$ cat src/rtl/oneshot_pkg.sv
package oneshot_pkg;

    typedef enum logic [1:0] {
        ST_IDLE  = 2'd0,
        ST_PULSE = 2'd1,
        ST_GAP   = 2'd2
    } state_t;

    // Idle levels of the three control inputs, packed as {clr_n, b, a}
    localparam logic [2:0] IDLE_LEVELS = 3'b101;

endpackage

$ cat src/rtl/oneshot_sync.sv
module oneshot_sync #(
    parameter int          N       = 3,
    parameter int          STAGES  = 2,
    parameter logic [N-1:0] RST_VAL = '0
) (
    input  logic         clk,
    input  logic         rst,
    input  logic [N-1:0] d,
    output logic [N-1:0] q
);

    logic [N-1:0] chain [STAGES];

    for (genvar g = 0; g < STAGES; g++) begin : g_stage
        if (g == 0) begin : g_first
            always_ff @(posedge clk) begin
                if (rst) chain[g] <= RST_VAL;
                else     chain[g] <= d;
            end
        end else begin : g_next
            always_ff @(posedge clk) begin
                if (rst) chain[g] <= RST_VAL;
                else     chain[g] <= chain[g-1];
            end
        end
    end

    assign q = chain[STAGES-1];

endmodule

$ cat src/rtl/oneshot_trig.sv
module oneshot_trig (
    input  logic clk,
    input  logic rst,
    input  logic a_s,
    input  logic b_s,
    input  logic clr_s,
    output logic trig
);

    logic a_prev, b_prev, clr_prev;
    logic armed_q, armed_d;
    logic fall_a, rise_b, rise_clr;
    logic trig_a, trig_b, trig_clr;

    // One-cycle edge history
    always_ff @(posedge clk) begin
        if (rst) begin
            a_prev   <= oneshot_pkg::IDLE_LEVELS[0];
            b_prev   <= oneshot_pkg::IDLE_LEVELS[1];
            clr_prev <= oneshot_pkg::IDLE_LEVELS[2];
        end else begin
            a_prev   <= a_s;
            b_prev   <= b_s;
            clr_prev <= clr_s;
        end
    end

    always_comb begin
        fall_a   = a_prev & ~a_s;
        rise_b   = ~b_prev & b_s;
        rise_clr = ~clr_prev & clr_s;
    end

    // Armed when b rose while clear was low; dropped if b falls or clear rises
    always_comb begin
        if (clr_s || !b_s) armed_d = 1'b0;
        else               armed_d = armed_q | rise_b;
    end

    always_ff @(posedge clk) begin
        if (rst) armed_q <= 1'b0;
        else     armed_q <= armed_d;
    end

    always_comb begin
        trig_a   = fall_a   & b_s   & clr_s;
        trig_b   = rise_b   & ~a_s  & clr_s;
        trig_clr = rise_clr & ~a_s  & b_s & armed_q;
        trig     = trig_a | trig_b | trig_clr;
    end

endmodule

$ cat src/rtl/oneshot_timer.sv
module oneshot_timer #(
    parameter int WB = 8
) (
    input  logic          clk,
    input  logic          rst,
    input  logic          clr,
    input  logic          load,
    input  logic [WB-1:0] load_val,
    input  logic          dec,
    output logic [WB-1:0] cnt,
    output logic          last
);

    localparam logic [WB-1:0] ONE = WB'(1);

    logic [WB-1:0] start_val;

    always_comb begin
        start_val = (load_val == '0) ? ONE : load_val;
        last      = (cnt == ONE);
    end

    always_ff @(posedge clk) begin
        if (rst || clr)          cnt <= '0;
        else if (load)           cnt <= start_val;
        else if (dec && cnt != '0) cnt <= cnt - ONE;
    end

endmodule

$ cat src/rtl/oneshot_pulse.sv
module oneshot_pulse #(
    parameter int WB          = 8,
    parameter int SYNC_STAGES = 2
) (
    input  logic          clk,
    input  logic          rst,
    input  logic          a_in,
    input  logic          b_in,
    input  logic          clr_n_in,
    input  logic [WB-1:0] width,
    output logic          q,
    output logic          qn
);
    import oneshot_pkg::*;

    localparam int NIN = 3;

    logic [NIN-1:0] raw_in, sync_out;
    logic           a_s, b_s, clr_s;
    logic           trig, accept, last;
    logic [WB-1:0]  cnt;
    state_t         state_q, state_d;

    assign raw_in = {clr_n_in, b_in, a_in};

    oneshot_sync #(
        .N      (NIN),
        .STAGES (SYNC_STAGES),
        .RST_VAL(IDLE_LEVELS)
    ) i_sync (
        .clk(clk),
        .rst(rst),
        .d  (raw_in),
        .q  (sync_out)
    );

    assign a_s   = sync_out[0];
    assign b_s   = sync_out[1];
    assign clr_s = sync_out[2];

    oneshot_trig i_trig (
        .clk  (clk),
        .rst  (rst),
        .a_s  (a_s),
        .b_s  (b_s),
        .clr_s(clr_s),
        .trig (trig)
    );

    // A trigger is taken only when idle or on the final pulse cycle
    always_comb begin
        accept = trig && ((state_q == ST_IDLE) || (state_q == ST_PULSE && last));
    end

    oneshot_timer #(
        .WB(WB)
    ) i_timer (
        .clk     (clk),
        .rst     (rst),
        .clr     (~clr_s),
        .load    (accept),
        .load_val(width),
        .dec     (state_q == ST_PULSE),
        .cnt     (cnt),
        .last    (last)
    );

    // Next-state logic
    always_comb begin
        state_d = state_q;
        unique case (state_q)
            ST_IDLE: begin
                if (trig) state_d = ST_PULSE;
            end
            ST_PULSE: begin
                if (last) state_d = trig ? ST_GAP : ST_IDLE;
            end
            ST_GAP: begin
                state_d = ST_PULSE;
            end
            default: state_d = ST_IDLE;
        endcase
        if (!clr_s) state_d = ST_IDLE;
    end

    // State register
    always_ff @(posedge clk) begin
        if (rst) state_q <= ST_IDLE;
        else     state_q <= state_d;
    end

    // Outputs; the synchronized clear masks the pulse at once
    always_comb begin
        q  = (state_q == ST_PULSE) && clr_s;
        qn = ~q;
    end

endmodule

$ cat config.mk
export PLATFORM = sky130hd
export DESIGN_NAME = oneshot_pulse
export DESIGN_NICKNAME = d
export VERILOG_FILES = /design/src/rtl/oneshot_pkg.sv /design/src/rtl/oneshot_sync.sv /design/src/rtl/oneshot_trig.sv /design/src/rtl/oneshot_timer.sv /design/src/rtl/oneshot_pulse.sv
export SDC_FILE = /design/constraint.sdc
export NUM_CORES = 1
export LEC_CHECK = 0
export BUFFER_PORTS_ARGS = -buffer_cell sky130_fd_sc_hd__buf_2
export CORE_MARGIN = 2
export CORE_UTILIZATION = 49
export CTS_BUF_LIST = sky130_fd_sc_hd__clkbuf_4 sky130_fd_sc_hd__clkbuf_8 sky130_fd_sc_hd__clkbuf_16
export CTS_CLUSTER_DIAMETER = 30
export DETAILED_ROUTE_END_ITERATION = 10
export GPL_ROUTABILITY_DRIVEN = 0
export GPL_TIMING_DRIVEN = 0
export HOLD_SLACK_MARGIN = 0.03
export PLACE_DENSITY_LB_ADDON = 0.3
export SYNTH_ARGS = -nofsm -noshare
export SYNTH_HDL_FRONTEND = slang
export SYNTH_HIERARCHICAL = 1
export SYNTH_SLANG_ARGS = --single-unit
$ cat constraint.sdc
create_clock -name clk -period 1.9 [get_ports clk]
set_clock_uncertainty 0.05 [all_clocks]
set_input_delay 0.19 -clock clk [delete_from_list [all_inputs] [get_ports clk]]
set_output_delay 0.19 -clock clk [all_outputs]
set_load 0.01 [all_outputs]
After elaboration in Yosys (flattened, before gate mapping)
Memory sizes are Yosys's and may differ from the RTL's.
Cells that the tools add are included.
- memories kept: 1
- output and inout bits: 2
- register bits: 14
- input port bits: 13
- memory bits (writable): 6
- bitwise operators: 20
- reduce and logical (&&, ||, !) cells: 15
- equality and inequality tests: 5
- add/sub/neg operators: 1
- mux-type cells: 12
- memory list (memory ; words ; width ; rd ports ; clocked after Yosys merged registers in ; wr ports ; line ; RTL):
    i_sync.chain ; 2 ; 3 ; 2 ; 0 ; 2 ; oneshot_sync.sv:12 ; logic [N-1:0] chain [STAGES];
- operator list (kind ; number):
    $mux W8 ; 3
    $and A1 B1 Y1 ; 10
    $eq A8 B1 Y1 const B ; 1
    $logic_not A8 Y1 ; 1
    $reduce_bool A8 Y1 ; 1
    $sub A8 B1 Y8 const B ; 1
    $mux W2 ; 3
    $mux W3 ; 2
    $pmux W2 S3 ; 1
    $not A1 Y1 ; 5
    $or A1 B1 Y1 ; 5
    $logic_and A1 B1 Y1 ; 4
    $ne A2 B2 Y1 const B ; 2
    $reduce_or A2 Y1 ; 2
    $logic_or A1 B1 Y1 ; 3
    $mux W1 ; 3
    $eq A2 B1 Y1 const B ; 1
    $eq A2 B2 Y1 const B ; 1
    $logic_not A2 Y1 ; 1
    $reduce_and A2 Y1 ; 1
    $reduce_bool A2 Y1 ; 1
    $logic_not A1 Y1 ; 1

Longest topological paths before layout
- depth in word-level cells: 9
- gate-level depth with buffers: 9

Cells and area by module
Netlist, hierarchy kept.
- modules (own cells, without submodules) (module ; instances ; cells an instance ; area each (sq um)):
    oneshot_timer ; 1 ; 70 ; 568.0
    oneshot_sync ; 1 ; 12 ; 157.7
    oneshot_trig ; 1 ; 13 ; 137.6
    oneshot_pulse ; 1 ; 12 ; 112.6

Least setup slack after synthesis
Ideal clock, no wire load.
- path kind: reg-to-reg
- start: register i_timer.cnt[2]
- end: register i_timer.cnt[5]
- stages on the path, launching flop included: 9
- clock period less this slack: 2.117 ns
- arrival: 1.932 ns
- path slack: -0.217 ns
- required time: 1.715 ns
- path through: dfxtp_1 > nor4_4 > and3_1 > nor2b_1 > nor3b_1 > inv_1 > clkbuf_1 > o21ai_0 > a31oi_1
- longest elaborated chain between the ends: 5
- elaborated cells on any way between the ends: 10
- those cells by class: 1 x add/sub; 1 x eq/ne; 2 x mux; 6 x reduce/logical
- ends and longest elaborated chain (element ; line ; RTL):
    from (decl) ; oneshot_timer.sv:10 ; output logic [WB-1:0] cnt,
    from (signal assigned) ; oneshot_timer.sv:25 ; else if (load) cnt <= start_val;
    from (signal assigned) ; oneshot_timer.sv:26 ; else if (dec && cnt != '0) cnt <= cnt - ONE;
    $eq A8 B1 Y1 (*) ; oneshot_timer.sv:20 ; last = (cnt == ONE);
    net last ; oneshot_pulse.sv:20 ; logic trig, accept, last;
    $logic_and A1 B1 Y1 (*) ; oneshot_pulse.sv:52 ; accept = trig && ((state_q == ST_IDLE) || (state_q == ST_PULSE && last));
    $logic_or A1 B1 Y1 (*) ; oneshot_pulse.sv:52 ;
    $logic_and A1 B1 Y1 (*) ; oneshot_pulse.sv:52 ;
    net accept ; oneshot_pulse.sv:20 ;
    $mux W8 or $reduce_bool A2 Y1 (tied branches) ; -- ;
Mark *: on every way through the listed nets, which the timed path passes. The rest lies on a longest branch. The select of a mux whose other input is x is not followed.
A chain may end at the register's enable or synchronous reset.

Worst setup path after layout
- start: register i_timer.cnt[0]
- end: register i_timer.cnt[1]
The elaborated chain is that of the path after synthesis.

==> summary.md <==
| Metric | Value |
|---|---|
| Status | finished clean |
| I/O pins | 15 |
| Final Hold Vio Count | 0 |
| Most common flop cell mapped by yosys | dfxtp_1 |
| Share of layout cells above drive strength 1 | 0.328 |
| Stages on worst setup path | 7 |
| Crit path from | i_timer/cnt[0]$_SDFFE_PP0P_ |
| Period Utilization, post-route | 0.977 |
| Setup crit end | i_timer/cnt[1]$_SDFFE_PP0P_ |
| Routed wire per std cell | 14.2 um |
| Yosys warnings | 6 |
| Register area share after synthesis | 0.410 |
| Mux cell area share after synthesis | 0 |
| TritonCTS buffer count | 3 |
| Startpoint Class | flip-flop |
| ANT cells | 0 |
| Std cell rows | 16 |
| Reg2reg path depth | 7 |
| Die X | 48.6 um |
| Yosys reg bits | 20 |
| Reg-to-Reg Start | i_timer/cnt[0]$_SDFFE_PP0P_ |
| Total track usage | 0.199 |
| Routed Antenna Nets | 0 |
| CP endpoint kind | flip-flop |
| Drt drc | 0 |
| Critical path buffers and inverters | 1 |
| Compound-Gate Fraction of Synth Area | 0.172 |
| Worst Path Max Fanout | 7 |
| Clock tree root driver cell | clkbuf_4 |
| RR Endpoint | i_timer/cnt[1]$_SDFFE_PP0P_ |
| Drt initial violations | 34 |
| Slowest stage cell, crit path | or4_1 |
| Largest family of logic cells by synthesized area | simple AND/OR/NAND/NOR gates |
| Vias/cell | 5.77 |
| Post-Syn Area | around 980 sq um |
| Drt total wl | 2240 um |
| Input/output buffers | 14 |
| Total of max-cap violations | 0 |
| Yosys cell types | 39 |
| First-pass GRT wire length | 3610 um |
| Grt ovf | 0 |
| DR vias | about 900 |
| Hold WC Path Type | primary input to flip-flop |
| Area grow syn2layout | 25.6% |
| Maximum vdd drop | 0.000573 V |
| Asr flop ratio synth | 0 |
| Most common cell after layout, fill and taps aside | dfxtp_1 |
| H-tree levels | 1 |
| Max Slew Vio Count | 0 |
| Adder-cell share of the synthesized area | 0.0385 |
| Dpl hpwl | 1390 um |
| Leakage | 0.500 nW |
| Critical path cell sequence | ha_1, and3_4, nor2b_4, nor3b_4, buf_4, or4_1, nand3_1 |
| Initial antenna violation count | 0 |
| Core area | 1920 sq um |
| R2R Setup Slk | around 43 ps |
| Simple-gate share of the synthesized area | 0.322 |
| Post-synth EDFFs | 0 |
| Die Span Y | a little under 50 um |
| Worst-Margin Slew | 472 ps |
| First-pass DRT Iterations | 4 |
| CTS tree | built |
| Post-Place Cell Area | 1090 sq um |
| Filler cells | 162 |
| Worst Path Required | 2100 ps |
| Crit path arrival time | roughly 2000 ps |
| Initial core utilization | 0.508 |
| Fmax | 539 MHz |
| Sink Count | 20 |
| Slew headroom | 0.684 |
| Most frequent cells in the layout | dfxtp_1 (16), buf_2 (15), a21oi_1 (8), inv_1 (6) |
| Crit-path leading delay family | simple AND/OR/NAND/NOR gates |
| Syn_nets | 123 |
| Final min period | 1860 ps |
| Clk Latency, worst-skew pair | 300 ps |
| Post-Syn Instances | between 100 and 150 |
| Clock-pin slew on the worst setup and hold paths | 120 ps |
| Final-report setup violation count | 0 |
| Clk buf depth | 2 |
| PwrDens | roughly 700 nW/um^2 |
| Largest net degree at the start of global routing | 13 |
| Vias in the first global route | 812 |
| Die area | 2360 sq um |
| Setup CP Type | flip-flop to flip-flop |
| Nets | 148 |
| Syn_area_per_cell | 9.12 sq um |
| Max incr delay on CP | around 530 ps |
| TNS Setup | 0 ps |
| XOR/XNOR Fraction of Synth Area | 0.0269 |
| Total power | 0.851 mW |
| Final instance area | 1230 sq um |
==> synthesized netlist by cell type (3+ instances only) <==
library cell,n,area share
or2_2,3,0.019
nand2_1,4,0.015
nand3_1,4,0.021
o21ai_0,6,0.031
nor2b_1,5,0.032
nor2_1,4,0.015
a21oi_1,8,0.041
nor3b_1,3,0.023
inv_1,7,0.027
dfxtp_1,20,0.41
ha_1,3,0.038
or2_1,4,0.026
==> registers in the layout, summed over array words and instances (netlist names) <==
name             count
i_trig/armed_q       1
i_trig/a_prev        1
i_trig/b_prev        1
i_sync/chain         6
state_q              2
i_timer/cnt          8
i_trig/clr_prev      1
==> power breakdown <==
part	leakage [nW]	switching [mW]	total, mW	internal [mW]
clock network	0.0279	0.139	0.352	0.213
registers	0.165	0.00652	0.433	0.426
logic	0.307	0.0319	0.0657	0.0338
total	0.500	0.177	0.851	0.673
==> worst min-delay path, stage by stage <==
cell     delay, ps
buf_2           90
nand3_1         60
nand3_1         80
==> logic make-up (layout without fill, tap and decap cells) <==
group / Yosys count / in the layout
fa+ha+maj: 3 / 3
xor+xnor: 3 / 3
buf+inv: 8 / 32
simple gates: 47 / 47
flops: 20 / 20
compound gates: 26 / 26
==> area by class of cell <==
cell class	count	area, sq um	area share
plain buffers	1	5.00	0.00408
clock buffers	3	22.5	0.0184
clock inverters	1	30.0	0.0245
inverters	7	26.3	0.0214
multi-input cells	79	576	0.469
flip-flops and latches	20	410	0.335
well taps	27	33.8	0.0276
repair buffers	20	123	0.100
==> worst min path at each step <==
stage / cells past startpoint / end / start
floorplan: 1 / i_trig/b_prev$_SDFF_PP0_ / rst
finish: 3 / i_timer/cnt[1]$_SDFFE_PP0P_ / width[1]
detailed placement: 2 / i_sync/chain[0][0]$_SDFF_PP1_ / a_in
global placement: 2 / i_sync/chain[0][0]$_SDFF_PP1_ / a_in
global route: 3 / i_timer/cnt[1]$_SDFFE_PP0P_ / width[1]
CTS: 3 / i_timer/cnt[1]$_SDFFE_PP0P_ / width[1]
==> per-stage QoR <==
stage	std cells	setup slack [ps]	utilization	hold slack, ps
6_report	158	43.5	0.638	95.0
4_1_cts	156	0.118	0.624	80.5
3_5_place_dp	148	-330	0.565	321
2_1_floorplan	107	3.29	-	210
3_3_place_gp	148	-350	0.565	315
5_1_grt	158	-4.14	0.638	96.7
==> routing by layer <==
| layer | track usage | share of wire |
|---|---|---|
| met3 | 0.0185 | 0.056 |
| met5 | 0 | 0 |
| met4 | 0.114 | 0.026 |
| met2 | 0.313 | 0.47 |
| met1 | 0.268 | 0.45 |
==> repair_timing <==
action / CTS / global route
setup buffers: 1 / 2
endpoints found under the setup margin: 8 / 7
hold endpoints to repair: 3 / 0
pin swaps: 2 / 1
resized for setup: 7 / 9
hold buffers: 3 / 0
(Power assumes the default switching activity.)
